## src/rtl/dlq_pkg.sv

```systemverilog
package dlq_pkg;
  typedef enum logic {
    BUS_RD = 1'b0,
    BUS_WR = 1'b1
  } bus_dir_e;
endpackage

```

## src/rtl/dlq_dir_ctrl.sv

```systemverilog
module dlq_dir_ctrl
  import dlq_pkg::*;
#(
  parameter int CAS_LAT = 5,
  parameter int WR_LAT  = 3,
  parameter int LAT_W   = 3
) (
  input  logic             clk,
  input  logic             rst_n,
  input  logic             push_fire,
  input  logic             push_wr,
  output bus_dir_e         dir_o,
  output logic [LAT_W-1:0] min_lat_o
);

  bus_dir_e dir_q;
  bus_dir_e dir_d;
  logic     dir_en;

  // next state: every issued burst sets the bus direction
  always_comb begin
    dir_d  = push_wr ? BUS_WR : BUS_RD;
    dir_en = push_fire && (dir_d != dir_q);
  end

  always_ff @(posedge clk or negedge rst_n) begin
    if (!rst_n) begin
      dir_q <= BUS_RD;
    end else if (dir_en) begin
      dir_q <= dir_d;
    end
  end

  assign dir_o     = dir_q;
  assign min_lat_o = (dir_q == BUS_WR) ? LAT_W'(WR_LAT) : LAT_W'(CAS_LAT);


  wr_switch_chk: assert property (@(posedge clk) disable iff (!rst_n)
    (push_fire && push_wr) |=> (dir_q == BUS_WR));


  rd_switch_chk: assert property (@(posedge clk) disable iff (!rst_n)
    (push_fire && !push_wr) |=> (dir_q == BUS_RD));


  dir_hold_chk: assert property (@(posedge clk) disable iff (!rst_n)
    !push_fire |=> $stable(dir_q));

endmodule

```

## src/rtl/dlq_entry_store.sv

```systemverilog
module dlq_entry_store #(
  parameter int DEPTH   = 6,
  parameter int TAG_W   = 3,
  parameter int SIZE_W  = 8,
  parameter int LAT_W   = 3,
  parameter int MAX_LAT = 5
) (
  input  logic              clk,
  input  logic              rst_n,
  input  logic              push_fire,
  input  logic [TAG_W-1:0]  push_tag,
  input  logic [SIZE_W-1:0] push_size,
  input  logic              pop_fire,
  input  logic [LAT_W-1:0]  min_lat,
  output logic              full_o,
  output logic              empty_o,
  output logic              head_ready_o,
  output logic [TAG_W-1:0]  head_tag_o,
  output logic [SIZE_W-1:0] head_size_o
);

  localparam int PTR_W = (DEPTH > 1) ? $clog2(DEPTH) : 1;
  localparam int CNT_W = $clog2(DEPTH + 1);

  logic [PTR_W-1:0] wr_ptr_q, wr_ptr_d;
  logic [PTR_W-1:0] rd_ptr_q, rd_ptr_d;
  logic [CNT_W-1:0] cnt_q, cnt_d;

  logic [DEPTH-1:0]  valid_vec;
  logic [LAT_W-1:0]  age_arr  [DEPTH];
  logic [TAG_W-1:0]  tag_arr  [DEPTH];
  logic [SIZE_W-1:0] size_arr [DEPTH];

  function automatic logic [PTR_W-1:0] ptr_inc(input logic [PTR_W-1:0] p);
    return (p == PTR_W'(DEPTH - 1)) ? '0 : p + PTR_W'(1);
  endfunction

  // pointer and occupancy next state
  always_comb begin
    wr_ptr_d = push_fire ? ptr_inc(wr_ptr_q) : wr_ptr_q;
    rd_ptr_d = pop_fire  ? ptr_inc(rd_ptr_q) : rd_ptr_q;
    cnt_d    = cnt_q;
    case ({push_fire, pop_fire})
      2'b10:   cnt_d = cnt_q + CNT_W'(1);
      2'b01:   cnt_d = cnt_q - CNT_W'(1);
      default: cnt_d = cnt_q;
    endcase
  end

  always_ff @(posedge clk or negedge rst_n) begin
    if (!rst_n) begin
      wr_ptr_q <= '0;
      rd_ptr_q <= '0;
      cnt_q    <= '0;
    end else begin
      wr_ptr_q <= wr_ptr_d;
      rd_ptr_q <= rd_ptr_d;
      cnt_q    <= cnt_d;
    end
  end

  // one slot per entry: valid flag, saturating hold counter, payload
  for (genvar g = 0; g < DEPTH; g++) begin : g_slot
    logic              slot_wr;
    logic              slot_rd;
    logic              valid_q, valid_d;
    logic [LAT_W-1:0]  age_q, age_d;
    logic              age_en;
    logic [TAG_W-1:0]  tag_q;
    logic [SIZE_W-1:0] size_q;

    always_comb begin
      slot_wr = push_fire && (wr_ptr_q == PTR_W'(g));
      slot_rd = pop_fire  && (rd_ptr_q == PTR_W'(g));
      valid_d = valid_q;
      if (slot_wr) begin
        valid_d = 1'b1;
      end else if (slot_rd) begin
        valid_d = 1'b0;
      end
      age_en = slot_wr || (valid_q && (age_q != LAT_W'(MAX_LAT)));
      age_d  = slot_wr ? '0 : age_q + LAT_W'(1);
    end

    always_ff @(posedge clk or negedge rst_n) begin
      if (!rst_n) begin
        valid_q <= 1'b0;
        age_q   <= '0;
      end else begin
        valid_q <= valid_d;
        if (age_en) begin
          age_q <= age_d;
        end
      end
    end

    always_ff @(posedge clk) begin
      if (slot_wr) begin
        tag_q  <= push_tag;
        size_q <= push_size;
      end
    end

    assign valid_vec[g] = valid_q;
    assign age_arr[g]   = age_q;
    assign tag_arr[g]   = tag_q;
    assign size_arr[g]  = size_q;
  end

  assign full_o       = (cnt_q == CNT_W'(DEPTH));
  assign empty_o      = (cnt_q == '0);
  assign head_ready_o = valid_vec[rd_ptr_q] && (age_arr[rd_ptr_q] >= min_lat);
  assign head_tag_o   = tag_arr[rd_ptr_q];
  assign head_size_o  = size_arr[rd_ptr_q];


  cnt_cap_chk: assert property (@(posedge clk) disable iff (!rst_n)
    cnt_q <= CNT_W'(DEPTH));


  empty_not_ready_chk: assert property (@(posedge clk) disable iff (!rst_n)
    empty_o |-> !head_ready_o);


  valid_count_chk: assert property (@(posedge clk) disable iff (!rst_n)
    $countones(valid_vec) == int'(cnt_q));

endmodule

```

## src/rtl/dlq_byte_track.sv

```systemverilog
module dlq_byte_track #(
  parameter int TAG_W       = 3,
  parameter int SIZE_W      = 8,
  parameter int BURST_BYTES = 16
) (
  input  logic              clk,
  input  logic              rst_n,
  input  logic              pop_fire,
  input  logic              head_valid,
  input  logic [TAG_W-1:0]  head_tag,
  input  logic [SIZE_W-1:0] head_size,
  output logic              peek_done_o,
  output logic [TAG_W-1:0]  peek_tag_o,
  output logic              done_o,
  output logic [TAG_W-1:0]  done_tag_o
);

  localparam int NTAG  = 1 << TAG_W;
  localparam int BB_W  = $clog2(BURST_BYTES + 1);
  localparam int SUM_W = ((SIZE_W > BB_W) ? SIZE_W : BB_W) + 1;

  logic [SUM_W-1:0] rcv_arr [NTAG];
  logic [SUM_W-1:0] head_sum;
  logic             finish_now;

  logic             done_q, done_d;
  logic [TAG_W-1:0] done_tag_q;

  always_comb begin
    head_sum   = rcv_arr[head_tag] + SUM_W'(BURST_BYTES);
    finish_now = head_sum >= SUM_W'(head_size);
    done_d     = pop_fire && finish_now;
  end

  // one returned-byte counter per tag
  for (genvar g = 0; g < NTAG; g++) begin : g_tag
    logic [SUM_W-1:0] rcv_q, rcv_d;
    logic             rcv_en;

    always_comb begin
      rcv_en = pop_fire && (head_tag == TAG_W'(g));
      rcv_d  = finish_now ? '0 : head_sum;
    end

    always_ff @(posedge clk or negedge rst_n) begin
      if (!rst_n) begin
        rcv_q <= '0;
      end else if (rcv_en) begin
        rcv_q <= rcv_d;
      end
    end

    assign rcv_arr[g] = rcv_q;
  end

  always_ff @(posedge clk or negedge rst_n) begin
    if (!rst_n) begin
      done_q     <= 1'b0;
      done_tag_q <= '0;
    end else begin
      done_q <= done_d;
      if (pop_fire) begin
        done_tag_q <= head_tag;
      end
    end
  end

  assign peek_done_o = head_valid && finish_now;
  assign peek_tag_o  = head_tag;
  assign done_o      = done_q;
  assign done_tag_o  = done_tag_q;


  done_after_pop_chk: assert property (@(posedge clk) disable iff (!rst_n)
    done_o |-> $past(pop_fire));


  peek_predicts_chk: assert property (@(posedge clk) disable iff (!rst_n)
    pop_fire |=> (done_o == $past(peek_done_o)));


  done_tag_chk: assert property (@(posedge clk) disable iff (!rst_n)
    (pop_fire && peek_done_o) |=> (done_tag_o == $past(peek_tag_o)));

endmodule

```

## src/rtl/data_lat_queue.sv

```systemverilog
module data_lat_queue
  import dlq_pkg::*;
#(
  parameter int CAS_LAT   = 5,
  parameter int WR_LAT    = 3,
  parameter int TAG_W     = 3,
  parameter int SIZE_W    = 8,
  parameter int BUS_BYTES = 4,
  parameter int BURST_LEN = 4
) (
  input  logic              clk,
  input  logic              rst_n,
  input  logic              push_i,
  input  logic              push_wr_i,
  input  logic [TAG_W-1:0]  push_tag_i,
  input  logic [SIZE_W-1:0] push_size_i,
  output logic              full_o,
  output logic              empty_o,
  input  logic              pop_i,
  output logic              head_ready_o,
  output logic              peek_done_o,
  output logic [TAG_W-1:0]  peek_tag_o,
  output logic              done_o,
  output logic [TAG_W-1:0]  done_tag_o,
  output logic              wr_mode_o
);

  localparam int DEPTH       = CAS_LAT + 1;
  localparam int BURST_BYTES = BUS_BYTES * BURST_LEN;
  localparam int MAX_LAT     = (CAS_LAT > WR_LAT) ? CAS_LAT : WR_LAT;
  localparam int LAT_W       = $clog2(MAX_LAT + 1);

  // asynchronous assertion, synchronous release
  logic [1:0] rst_sync_q;
  logic       rst_n_s;

  always_ff @(posedge clk or negedge rst_n) begin
    if (!rst_n) begin
      rst_sync_q <= 2'b00;
    end else begin
      rst_sync_q <= {rst_sync_q[0], 1'b1};
    end
  end
  assign rst_n_s = rst_sync_q[1];

  logic              push_fire;
  logic              pop_fire;
  bus_dir_e          dir;
  logic [LAT_W-1:0]  min_lat;
  logic              full;
  logic              empty;
  logic              head_ready;
  logic [TAG_W-1:0]  head_tag;
  logic [SIZE_W-1:0] head_size;

  assign push_fire = push_i && !full;
  assign pop_fire  = pop_i && head_ready;

  dlq_dir_ctrl #(
    .CAS_LAT (CAS_LAT),
    .WR_LAT  (WR_LAT),
    .LAT_W   (LAT_W)
  ) u_dir (
    .clk       (clk),
    .rst_n     (rst_n_s),
    .push_fire (push_fire),
    .push_wr   (push_wr_i),
    .dir_o     (dir),
    .min_lat_o (min_lat)
  );

  dlq_entry_store #(
    .DEPTH   (DEPTH),
    .TAG_W   (TAG_W),
    .SIZE_W  (SIZE_W),
    .LAT_W   (LAT_W),
    .MAX_LAT (MAX_LAT)
  ) u_store (
    .clk          (clk),
    .rst_n        (rst_n_s),
    .push_fire    (push_fire),
    .push_tag     (push_tag_i),
    .push_size    (push_size_i),
    .pop_fire     (pop_fire),
    .min_lat      (min_lat),
    .full_o       (full),
    .empty_o      (empty),
    .head_ready_o (head_ready),
    .head_tag_o   (head_tag),
    .head_size_o  (head_size)
  );

  dlq_byte_track #(
    .TAG_W       (TAG_W),
    .SIZE_W      (SIZE_W),
    .BURST_BYTES (BURST_BYTES)
  ) u_track (
    .clk         (clk),
    .rst_n       (rst_n_s),
    .pop_fire    (pop_fire),
    .head_valid  (!empty),
    .head_tag    (head_tag),
    .head_size   (head_size),
    .peek_done_o (peek_done_o),
    .peek_tag_o  (peek_tag_o),
    .done_o      (done_o),
    .done_tag_o  (done_tag_o)
  );

  assign full_o       = full;
  assign empty_o      = empty;
  assign head_ready_o = head_ready;
  assign wr_mode_o    = (dir == BUS_WR);


  full_push_chk: assert property (@(posedge clk) disable iff (!rst_n_s)
    (full && push_i && !pop_fire) |=> full_o);


  pop_ignore_chk: assert property (@(posedge clk) disable iff (!rst_n_s)
    (pop_i && !head_ready && !push_fire) |=> $stable(empty_o));

endmodule

```

## config.mk

```make
export PLATFORM = sky130hd
export DESIGN_NAME = data_lat_queue
export DESIGN_NICKNAME = d
export VERILOG_FILES = /design/src/rtl/dlq_pkg.sv /design/src/rtl/dlq_dir_ctrl.sv /design/src/rtl/dlq_entry_store.sv /design/src/rtl/dlq_byte_track.sv /design/src/rtl/data_lat_queue.sv
export SDC_FILE = /design/constraint.sdc
export NUM_CORES = 1
export LEC_CHECK = 0
export BUFFER_PORTS_ARGS = -buffer_cell sky130_fd_sc_hd__buf_2
export CAP_MARGIN = 20
export CORE_MARGIN = 5
export CORE_UTILIZATION = 40
export DETAILED_ROUTE_END_ITERATION = 7
export HOLD_SLACK_MARGIN = 0.08
export PLACE_DENSITY = 0.51
export SYNTH_ARGS = -nofsm -noshare
export SYNTH_HDL_FRONTEND = slang
export SYNTH_SLANG_ARGS = --single-unit
```

## constraint.sdc

```tcl
create_clock -name clk -period 6.1 [get_ports clk]
set_input_delay 1.22 -clock clk [delete_from_list [all_inputs] [get_ports clk]]
set_output_delay 1.22 -clock clk [all_outputs]
set_load 0.1 [all_outputs]
```

==> results of run 1 <==
[placed cells by master (no fill, tap or decap), types with 4 or more instances in the layout]
cell / Yosys / layout
and2_1: 12 / 12
ha_1: 26 / 26
a21oi_1: 26 / 23
a211oi_1: 6 / 6
nor2b_1: 8 / 6
a21o_1: 7 / 7
o31ai_1: 57 / 57
a21boi_0: 6 / 6
nand2_1: 86 / 86
nor3_1: 12 / 8
o21ai_0: 11 / 10
mux2i_1: 28 / 27
inv_1: 25 / 24
mux2_2: 16 / 16
xnor2_1: 10 / 9
clkbuf_16: 0 / 17
buf_2: 7 / 26
clkinv_8: 0 / 6
mux4_2: 14 / 14
buf_4: 2 / 37
edfxtp_1: 66 / 66
dfrtp_1: 112 / 109
nor2_1: 32 / 31
and4b_1: 6 / 6
nand2b_1: 6 / 6
nand3_1: 17 / 17
and3_1: 4 / 4
[synth_stat cells, types with 7 or more instances]
cell        n
dfrtp_1   112
o21ai_0    11
a21o_1      7
mux4_2     14
ha_1       26
nand2_1    86
inv_1      25
edfxtp_1   66
nor2_1     32
o31ai_1    57
buf_2       7
nand3_1    17
a21oi_1    26
mux2_2     16
mux2i_1    28
clkbuf_1   23
and2_1     12
nor3_1     12
nor2b_1     8
xnor2_1    10
[final cells by class]
class / instances / area share [%]
clock inverters: 15 / 2.035
multi-input cells: 439 / 34.69
flip-flops and latches: 178 / 49.32
well taps: 270 / 3.478
inverters: 26 / 1.005
repair buffers: 68 / 5.088
clock buffers: 17 / 4.380
[what timing repair did]
| action | in CTS | in global routing |
|---|---|---|
| gates resized for setup | 5 | 10 |
| hold buffers | 0 | 0 |
| gates cloned | 0 | 2 |
| setup buffers | 0 | 18 |
| setup endpoints to repair | 1 | 1 |
| pin swaps | 0 | 7 |
[cell families (layout without fill, tap and decap cells)]
family	Yosys count	in the layout	synth area share [%]
multiplexers	59	59	9.574
other	1	1	0.04540
AO/OA/AOI/OAI	145	145	12.70
flip-flops	178	178	57.93
AND/OR/NAND/NOR	194	194	11.04
adder cells (fa/ha/maj)	27	27	4.181
buffers and inverters	63	126	3.151
XOR/XNOR	13	13	1.379
[worst reg2reg max path: cells and delay by family, from the launching register on]
family | cells | cell delay (ns)
buffers and inverters | 2 | 0.71
and+or+nand+nor | 1 | 0.14
AOI/OAI and AO/OA | 9 | 2.45
DFF | 1 | 0.45
muxes | 3 | 0.57
adders and majority gates | 1 | 0.32
[registers in the layout, indices dropped and copies added (netlist names)]
signal,flops
u_store.g_slot.valid_q,6
u_track.done_tag_o,3
u_store.g_slot.tag_q,18
u_store.wr_ptr_q,3
u_dir.dir_o,1
u_track.g_tag.rcv_q,72
u_store.cnt_q,3
u_track.done_o,1
u_store.g_slot.age_q,18
u_store.g_slot.size_q,48
rst_sync_q,2
u_store.rd_ptr_q,3
[power by group]
group | internal (W) | total, W | switching, W
clock network | 0.000565 | 0.00112 | 0.000557
registers | 0.00142 | 0.00156 | 0.000146
logic | 0.000241 | 0.000575 | 0.000334
total | 0.00222 | 0.00326 | 0.00104
[stage by stage]
stage / util [%] / hold slack, ns / total power [W] / TNS, ns / instance area (um^2)
finish: 47.85 / 0.3771 / 0.003261 / 0 / 9713
global route: 47.85 / 0.3921 / 0.003430 / -0.08141 / 9713
CTS: 46.83 / 0.3820 / 0.003294 / 0 / 9505
floorplan: - / 0.3312 / 0.001977 / -0.2668 / 8344
detailed placement: 43.63 / 0.3524 / 0.002174 / 0 / 8857
global placement: 43.63 / 0.3361 / 0.002134 / 0 / 8857
[how the worst min path moves through the flow]
stage,start,end,cells past startpoint
2_1_floorplan,rst_sync_q[0],rst_sync_q[1],0
3_3_place_gp,rst_sync_q[0],rst_sync_q[1],0
3_5_place_dp,rst_sync_q[0],rst_sync_q[1],0
4_1_cts,rst_sync_q[0],rst_sync_q[1],0
5_1_grt,rst_sync_q[0],rst_sync_q[1],0
6_report,rst_sync_q[0],rst_sync_q[1],0
[metal layers]
metal,wire [um],part of all wire (%)
met4,294,1.5
met2,10080,51
met1,8784,44
met5,13,0.065
met3,697,3.5
==> flow_metrics.env, run 1 <==
export IMPL_outcome="finished clean"
export IMPL_worstSetupPathDepth=16
export IMPL_synth_area_leaders="dfrtp_1, edfxtp_1, o31ai_1, ha_1, nand2_1"
export IMPL_worst_ep_arrival_time_ns=4.70
export IMPL_critical_path_slowest_cell="a2111oi_2"
export IMPL_drt_antenna_violating_nets=0
export IMPL_ioPinCount=28
export IMPL_worstSkewPairLatency_ns=0.44
export IMPL_cp_endpoint="peek_done_o"
export IMPL_antenna_cells=0
export IMPL_critical_path_max_stage_delay_ns=0.50
export IMPL_r2r_start="u_store.rd_ptr_q[0]"
export IMPL_grt_overflow=0
export IMPL_dieArea_um2=23620
export IMPL_synth_seq_cells=178
export IMPL_rows=52
export IMPL_grt_max_degree=63
export IMPL_end_kind="output pin"
export IMPL_layout_setup_ws_ns=0.1786
export IMPL_rrSetupSlack_ns=1.34
export IMPL_crit_start="u_store.rd_ptr_q[0]"
export IMPL_syn_inst=680
export IMPL_grtUsageMet1_pct=22.02
export IMPL_path_max_fanout=7
export IMPL_final_period_utilization_pct=97.07
export IMPL_cp_start_kind="flip-flop"
export IMPL_drc=0
export IMPL_syn_num_nets=723
export IMPL_cts_num_sinks=178
export IMPL_use_met2_pct=28.93
export IMPL_hold_viol=0
export IMPL_tightest_slew_ns=1.002
export IMPL_placed_cells=961
export IMPL_power_density_nw_per_um2=335.7
export IMPL_syn_area_um2=8259
export IMPL_synthToLayoutAreaGrowth_pct=17.60
export IMPL_core_um2=20300
export IMPL_finalWeightedCongestion=0.8126
export IMPL_max_slew_margin_pct=32.99
export IMPL_irDropWorstVdd_mv=0.1907
export IMPL_synth_avg_cell_area_um2=12.15
export IMPL_die_w_um=153.7
export IMPL_grt_pass1_vias=5593
export IMPL_hold_path_class="flip-flop to flip-flop"
export IMPL_synth_warnings=0
export IMPL_dpl_hpwl_um=12960
export IMPL_r2r_end="u_track.g_tag[5].rcv_q[3]"
export IMPL_grt_busiest_layer="met2"
export IMPL_fin_cells=1013
export IMPL_setup_violations=0
export IMPL_root_buffer="clkbuf_16"
export IMPL_maxSlewViolCount=0
export IMPL_timing_fmax_mhz=168.9
export IMPL_drt_iter0_drc=335
export IMPL_wire_per_inst_um=19.62
export IMPL_wirelength_um=19880
export IMPL_skew_ns=0.01385
export IMPL_path_common_cell="a21o_1"
export IMPL_port_buffers=27
export IMPL_p_leak_nw=3.982
export IMPL_grt_usage_pct=17.06
export IMPL_met3_usage_pct=4.216
export IMPL_synth_top_area_share_pct=33.93
export IMPL_clock_path_buffers=2
export IMPL_crit_path_cell_trace="mux2_2 > a222oi_1 > bufbuf_16 > mux2i_1 > a2111oi_2 > a31oi_4 > ha_1 > nand2b_1 > a21o_1 > a21o_1 > a211oi_1 > o21ai_1 > a21boi_2 > mux2i_4 > nor2b_2 > buf_12"
export IMPL_critical_path_top_delay_family="compound AO/OA/AOI/OAI gates"
export IMPL_r2r_worst_path_cells=16
export IMPL_multi_input_area_um2=3369
export IMPL_htree_num_levels=4
export IMPL_clk_pin_slew_worst_paths_ns=0.08
export IMPL_crit_buf_inv=2
export IMPL_antenna_found_initial=1
export IMPL_viasPerCell=5.443
export IMPL_min_period_ns=5.921
export IMPL_yosysSeqAreaShare_pct=57.93
export IMPL_maxCapViolations=0
export IMPL_grt_first_pass_wirelength_um=31600
export IMPL_via_count=5514
export IMPL_place_ws_ns=0.3839
export IMPL_drive_gt1_share_pct=21.67
export IMPL_fin_nets=773
export IMPL_dr_pass1_iters=5
export IMPL_start_util_pct=40.69
export IMPL_cts_tree="done"
export IMPL_numCtsBuffers=17
export IMPL_synthFlopType="dfrtp_1"
export IMPL_synth_area_leader_cell="dfrtp_1"
export IMPL_crit_type="flip-flop to output pin"
export IMPL_regArea_um2=4791
export IMPL_fillers=1858
export IMPL_synth_edf_count=66
export IMPL_die_h_um=153.7
export IMPL_async_reset_ff_share_pct=62.92
export IMPL_worstPathRequired_ns=4.88
export IMPL_synth_cell_types=60
No activity file was read; power rests on OpenSTA's default activity.
==> inputs of run 2 (changes only) <==
--- a/config.mk
+++ b/config.mk
@@ -11,7 +11,7 @@
 export CORE_UTILIZATION = 40
 export DETAILED_ROUTE_END_ITERATION = 7
 export HOLD_SLACK_MARGIN = 0.08
-export PLACE_DENSITY = 0.51
+export PLACE_DENSITY = 0.54
 export SYNTH_ARGS = -nofsm -noshare
 export SYNTH_HDL_FRONTEND = slang
 export SYNTH_SLANG_ARGS = --single-unit
==> constraint.sdc (replaced) <==
create_clock -name clk -period 5.3 [get_ports clk]
set_input_delay 1.06 -clock clk [delete_from_list [all_inputs] [get_ports clk]]
set_output_delay 1.06 -clock clk [all_outputs]
set_load 0.1 [all_outputs]
==> run 2 against run 1 <==
Net effect: the run now ends with negative setup slack left; critical path type unchanged; sequential power increased by 15%; largest power group unchanged; critical endpoint unchanged; clock skew increased by 0.0036 ns; routed wire length is 2.2% lower; hold slack worse by 0.018 ns; global-route usage shrank 0.32 points; via count about the same.
==> flow_metrics.env, run 2 (synthesized netlist as in run 1, its figures left out) <==
export IMPL_outcome="complete, but fails checks"
export IMPL_violations="negative setup slack"
export IMPL_maxCapViolations=0
export IMPL_p_comb_share_pct=17.8
export IMPL_largest_register="u_track.g_tag.rcv_q"
export IMPL_fin_util_pct=48.20
export IMPL_cts_tree="done"
export IMPL_rsz0062_at_grt="yes"
export IMPL_drt_iter0_drc=297
export IMPL_final_period_utilization_pct=101.1
export IMPL_postCtsHoldBufs=0
export IMPL_layout_setup_ws_ns=-0.05588
export IMPL_grt_pass1_vias=5644
export IMPL_ioPinCount=28
export IMPL_die_w_um=153.7
export IMPL_drt_antenna_violating_nets=0
export IMPL_max_slew_margin_pct=35.22
export IMPL_grt_max_degree=72
export IMPL_grt_usage_pct=16.74
export IMPL_clkPwrFrac_pct=34.3
export IMPL_final_cell_mix="dfrtp_1, nand2_1, edfxtp_1"
export IMPL_drc=0
export IMPL_port_buffers=27
export IMPL_place_area_um2=8955
export IMPL_hold_path_class="flip-flop to flip-flop"
export IMPL_antenna_found_initial=1
export IMPL_drive_gt1_share_pct=23.40
export IMPL_reg_top3="u_track.g_tag.rcv_q (72), u_store.g_slot.size_q (48)"
export IMPL_mostFrequentLayoutCell="dfrtp_1"
export IMPL_power_density_nw_per_um2=383.0
export IMPL_dpl_hpwl_um=12770
export IMPL_finalWeightedCongestion=0.8090
export IMPL_fin_tns_setup_ns=-0.05588
export IMPL_r2r_start="u_store.rd_ptr_q[0]"
export IMPL_p_leak_nw=3.982
export IMPL_worst_ep_arrival_time_ns=4.30
export IMPL_grt_first_pass_wirelength_um=31150
export IMPL_clk_pin_slew_worst_paths_ns=0.08
export IMPL_worstPathRequired_ns=4.24
export IMPL_wire_per_inst_um=19.09
export IMPL_dieArea_um2=23620
export IMPL_rows=52
export IMPL_timing_fmax_mhz=186.7
export IMPL_wirelength_um=19430
export IMPL_viasPerCell=5.413
export IMPL_setup_violations=1
export IMPL_die_h_um=153.7
export IMPL_crit_start="u_store.rd_ptr_q[0]"
export IMPL_cts_num_sinks=178
export IMPL_worstSkewPairLatency_ns=0.44
export IMPL_htree_num_levels=4
export IMPL_p_int_w=0.002560
export IMPL_clock_path_buffers=2
export IMPL_antenna_cells=0
export IMPL_synthToLayoutAreaGrowth_pct=18.47
export IMPL_largest_reg_flops=72
export IMPL_end_kind="output pin"
export IMPL_tightest_slew_ns=0.9717
export IMPL_crit_type="flip-flop to output pin"
export IMPL_cp_start_kind="flip-flop"
export IMPL_numCtsBuffers=17
export IMPL_hold_viol=0
export IMPL_skew_ns=0.01748
export IMPL_path_max_fanout=8
export IMPL_grt_overflow=0
export IMPL_worstHoldStart="rst_sync_q[0]"
export IMPL_dr_pass1_iters=5
export IMPL_core_um2=20300
export IMPL_postLayoutCellArea_um2=9784
export IMPL_irDropWorstVdd_mv=0.2496
export IMPL_p_sw_share_pct=31.69
export IMPL_seqPwrFrac_pct=47.9
export IMPL_via_count=5510
export IMPL_fin_nets=778
export IMPL_start_util_pct=40.69
export IMPL_root_buffer="clkbuf_16"
export IMPL_maxSlewViolCount=0
export IMPL_min_period_ns=5.356
export IMPL_p_sw_w=0.001188
[run 2: what timing repair did]
item / in CTS / in global routing
setup buffers: 2 / 9
hold endpoints to repair: 0 / 0
gates resized for setup: 12 / 17
endpoints found under the setup margin: 1 / 1
pin swaps: 2 / 11
[run 2: routing by layer]
| layer | vias up | wire length [um] | share of wire [%] | track usage [%] |
|---|---|---|---|---|
| met5 | - | 13 | 0.067 | 0 |
| met4 | 2 | 354 | 1.8 | 5.214 |
| met3 | 28 | 652 | 3.4 | 3.373 |
| met2 | 92 | 9592 | 49 | 27.85 |
| met1 | 2776 | 8817 | 45 | 22.22 |
| li1 | 2612 | - | - | - |
[run 2: path summary, 6_finish.rpt]
path	depth (start not counted)	slack, ns	to
max	17	-0.06	peek_done_o
min	0	0.36	rst_sync_q[1]
max reg2reg	17	0.90	u_track.g_tag[2].rcv_q[2]
min reg2reg	0	0.36	rst_sync_q[1]
max in group asynchronous	1	3.75	u_track.g_tag[6].rcv_q[4]
min in group asynchronous	1	0.40	rst_sync_q[1]
[run 2: area by class of cell]
| cell class | instances | area, um^2 |
|---|---|---|
| clock buffer | 17 | 425.4 |
| tap | 270 | 337.8 |
| clock inverter | 15 | 192.7 |
| multi-input combinational | 439 | 3416 |
| timing repair buffer | 73 | 519.2 |
| fill | 1831 | 10520 |
| inverter | 26 | 103.9 |
| sequential | 178 | 4790 |
[run 2: critical path, cell delays in order, from the launching register on]
cell	delay [ns]
dfrtp_2	0.46
mux2_4	0.32
a222oi_1	0.35
buf_4	0.27
clkinvlp_4	0.17
buf_4	0.16
mux4_2	0.45
o22ai_4	0.25
a2111oi_4	0.07
xnor2_2	0.20
inv_2	0.07
ha_4	0.28
nor2_4	0.04
nor2_4	0.10
a21boi_2	0.08
mux2i_4	0.22
nor2b_4	0.20
buf_12	0.18
[run 2: per-stage QoR]
step	setup WS [ns]	power, W	instances	hold slack [ns]
2_1_floorplan	-0.9068	0.002276	680	0.3312
3_3_place_gp	0.2508	0.002446	975	0.3397
3_5_place_dp	0.1714	0.002495	975	0.3471
4_1_cts	-0.05698	0.003785	1009	0.3642
5_1_grt	-0.2520	0.003934	1018	0.3694
6_report	-0.05588	0.003748	1018	0.3592
[run 2: power by group through the flow]
stage | sequential (W) | combinational [W] | clock, W
4_1_cts | 0.00180 | 0.000680 | 0.00131
3_3_place_gp | 0.00181 | 0.000634 | 0
5_1_grt | 0.00182 | 0.000744 | 0.00137
6_report | 0.00179 | 0.000668 | 0.00128
3_5_place_dp | 0.00182 | 0.000671 | 0
2_1_floorplan | 0.00178 | 0.000494 | 0
==> inputs of run 3 (changes only) <==
--- a/config.mk
+++ b/config.mk
@@ -7,11 +7,13 @@
 export LEC_CHECK = 0
 export BUFFER_PORTS_ARGS = -buffer_cell sky130_fd_sc_hd__buf_2
 export CAP_MARGIN = 20
+export CELL_PAD_IN_SITES_DETAIL_PLACEMENT = 2
+export CELL_PAD_IN_SITES_GLOBAL_PLACEMENT = 2
 export CORE_MARGIN = 5
-export CORE_UTILIZATION = 40
+export CORE_UTILIZATION = 39
 export DETAILED_ROUTE_END_ITERATION = 7
 export HOLD_SLACK_MARGIN = 0.08
-export PLACE_DENSITY = 0.54
+export PLACE_DENSITY = 0.72
 export SYNTH_ARGS = -nofsm -noshare
 export SYNTH_HDL_FRONTEND = slang
 export SYNTH_SLANG_ARGS = --single-unit
==> run 3 against run 2 <==
Net effect: the flow still finishes with violations (negative setup slack); via count up 6.5%; global-route usage up 4.3 points; utilization about the same; clock skew is 0.00094 ns lower; largest power group unchanged; worst setup slack got worse by 0.28 ns; critical endpoint unchanged; die area rose by 2.4%; hold slack got worse by 0.23 ns; first-iteration DRC count is 9.4% lower; routed wire length grew 30%; non-clock buffer count rose by 21; highest routed layer unchanged.
==> flow_metrics.env, run 3 (synthesized netlist as in run 1, its figures left out) <==
export IMPL_clock_path_buffers=2
export IMPL_drt_antenna_violating_nets=0
export IMPL_max_slew_margin_pct=33.75
export IMPL_grt_usage_pct=21.09
export IMPL_worstSetupPathDepth=18
export IMPL_hold_viol=0
export IMPL_largest_register="u_track.g_tag.rcv_q"
export IMPL_fin_nets=799
export IMPL_core_um2=20960
export IMPL_grt_max_degree=73
export IMPL_htree_num_levels=4
export IMPL_crit_path_cell_trace="buf_4 > buf_4 > mux2_2 > o2bb2ai_2 > nor2_4 > inv_4 > mux2_2 > a222oi_1 > a21oi_2 > ha_4 > xnor2_1 > ha_1 > nor3_4 > nor2_4 > a21boi_2 > mux2i_4 > nor2b_4 > buf_12"
export IMPL_worst_ep_arrival_time_ns=4.57
export IMPL_die_h_um=155.5
export IMPL_path_max_fanout=10
export IMPL_drive_gt1_share_pct=27.31
export IMPL_worstPathRequired_ns=4.24
export IMPL_synthToLayoutAreaGrowth_pct=22.31
export IMPL_violations="negative setup slack"
export IMPL_p_sw_share_pct=33.04
export IMPL_final_cell_mix="dfrtp_1, nand2_1, edfxtp_1"
export IMPL_clkPwrFrac_pct=34.7
export IMPL_drc=0
export IMPL_via_count=5869
export IMPL_critical_path_slowest_cell="dfrtp_2"
export IMPL_critical_path_max_stage_delay_ns=0.48
export IMPL_timing_fmax_mhz=177.5
export IMPL_p_int_w=0.002584
export IMPL_dpl_hpwl_um=15720
export IMPL_grt_first_pass_wirelength_um=39030
export IMPL_crit_buf_inv=4
export IMPL_hold_path_class="flip-flop to async pin"
export IMPL_wirelength_um=25270
export IMPL_setup_violations=1
export IMPL_fillers=2082
export IMPL_irDropWorstVdd_mv=0.2003
export IMPL_crit_type="flip-flop to output pin"
export IMPL_port_buffers=27
export IMPL_dieArea_um2=24190
export IMPL_power_density_nw_per_um2=382.0
export IMPL_maxSlewViolCount=0
export IMPL_grt_pass1_vias=6788
export IMPL_maxCapViolations=0
export IMPL_cts_num_sinks=178
export IMPL_cts_tree="done"
export IMPL_p_leak_nw=4.129
export IMPL_antenna_found_initial=1
export IMPL_final_period_utilization_pct=106.3
export IMPL_start_util_pct=39.41
export IMPL_root_buffer="clkbuf_16"
export IMPL_postCtsHoldBufs=0
export IMPL_skew_ns=0.01654
export IMPL_die_w_um=155.5
export IMPL_layout_setup_ws_ns=-0.3322
export IMPL_p_sw_w=0.001275
export IMPL_tightest_slew_ns=0.9906
export IMPL_end_kind="output pin"
export IMPL_r2r_worst_path_cells=19
export IMPL_cp_start_kind="flip-flop"
export IMPL_finalWeightedCongestion=0.7765
export IMPL_place_ws_ns=0.04923
export IMPL_dr_pass1_iters=4
export IMPL_critical_path_top_delay_family="compound AO/OA/AOI/OAI gates"
export IMPL_numCtsBuffers=17
export IMPL_fin_tns_setup_ns=-0.3322
export IMPL_clk_pin_slew_worst_paths_ns=0.08
export IMPL_rsz0062_at_grt="yes"
export IMPL_seqPwrFrac_pct=46.7
export IMPL_largest_reg_flops=72
export IMPL_ioPinCount=28
export IMPL_min_period_ns=5.632
export IMPL_p_comb_share_pct=18.6
export IMPL_reg_top3="u_track.g_tag.rcv_q (72), u_store.g_slot.size_q (48)"
export IMPL_wire_per_inst_um=24.18
export IMPL_mostFrequentLayoutCell="dfrtp_1"
export IMPL_worstSkewPairLatency_ns=0.45
export IMPL_viasPerCell=5.616
export IMPL_outcome="complete, but fails checks"
export IMPL_drt_iter0_drc=269
export IMPL_grt_overflow=0
export IMPL_rows=53
## run 3: cell count changes in the layout (fill, tap and decap cells not counted), moves of 2 or more
| cell | before | now |
|---|---|---|
| a31oi_2 | 2 | 0 |
| a31oi_4 | 0 | 2 |
| buf_4 | 43 | 57 |
| buf_6 | 1 | 7 |
| inv_12 | 2 | 5 |
| nand2_1 | 86 | 84 |
| nand2_2 | 0 | 2 |
| nand3_1 | 17 | 13 |
| nand3_2 | 0 | 4 |
## run 3: layer usage
metal  GRT usage, %  up-vias  wire length, um
met1          24.44     3096            10070
met4          7.420        2              618
li1               -     2648                -
met2          38.70       86            13710
met5              0        -               13
met3          4.228       37              854
## run 3: repair_timing
item,in CTS,in global routing
pin swaps,16,14
gates resized for setup,35,19
setup buffers,21,8
setup endpoints to repair,1,1
## run 3: final cells by class
type / instances / area, um^2 / area share (%)
Tap cell: 275 / 344.1 / 3.406
Timing Repair Buffer: 94 / 724.4 / 7.171
Inverter: 26 / 103.9 / 1.028
Multi-Input combinational cell: 439 / 3506 / 34.70
Clock buffer: 17 / 425.4 / 4.211
Antenna cell: 1 / 2.502 / 0.02477
Clock inverter: 15 / 206.4 / 2.044
Sequential cell: 178 / 4790 / 47.41
## run 3: per-stage QoR
stage | util [%] | instance area [um^2] | hold slack, ns | power, W | instances
6_report | 48.21 | 10100 | 0.1316 | 0.003859 | 1045
5_1_grt | 48.20 | 10100 | 0.1365 | 0.004052 | 1044
4_1_cts | 47.34 | 9920 | 0.3573 | 0.003906 | 1035
3_5_place_dp | 42.89 | 8989 | 0.3418 | 0.002548 | 982
3_3_place_gp | 42.89 | 8989 | 0.3347 | 0.002452 | 982
2_1_floorplan | - | 8349 | 0.3312 | 0.002276 | 680
## run 3: worst register-to-register path: stages (launching register included)
cell and delay, ns:
dfrtp_2 0.48, buf_4 0.17, buf_4 0.12, mux2_2 0.28
o2bb2ai_2 0.17, nor2_4 0.08, inv_4 0.18, mux2_2 0.38
a222oi_1 0.48, a21oi_2 0.16, ha_4 0.19, xnor2_1 0.22
ha_1 0.30, nor3_4 0.19, nor2_4 0.06, a21boi_2 0.21
mux2i_4 0.13, buf_4 0.16, buf_4 0.33, o31ai_1 0.40
## run 3: worst paths after layout
kind                                          start                         to  slack [ns]
worst min register to register        rst_sync_q[1]  u_track.g_tag[0].rcv_q[8]        0.13
min in group clk                      rst_sync_q[0]              rst_sync_q[1]        0.37
max in group asynchronous             rst_sync_q[1]  u_track.g_tag[5].rcv_q[3]        4.41
worst max-delay path            u_store.rd_ptr_q[0]                peek_done_o       -0.33
worst max register to register  u_store.rd_ptr_q[0]  u_track.g_tag[1].rcv_q[4]        0.51
worst min-delay path                  rst_sync_q[1]  u_track.g_tag[0].rcv_q[8]        0.13
## run 3: power groups by stage
stage	clock, W	combinational (W)	sequential (W)
floorplan	0	0.000494	0.00178
global placement	0	0.000637	0.00181
detailed placement	0	0.000709	0.00184
CTS	0.00137	0.000724	0.00181
global route	0.00143	0.000794	0.00183
finish	0.00134	0.000717	0.00180
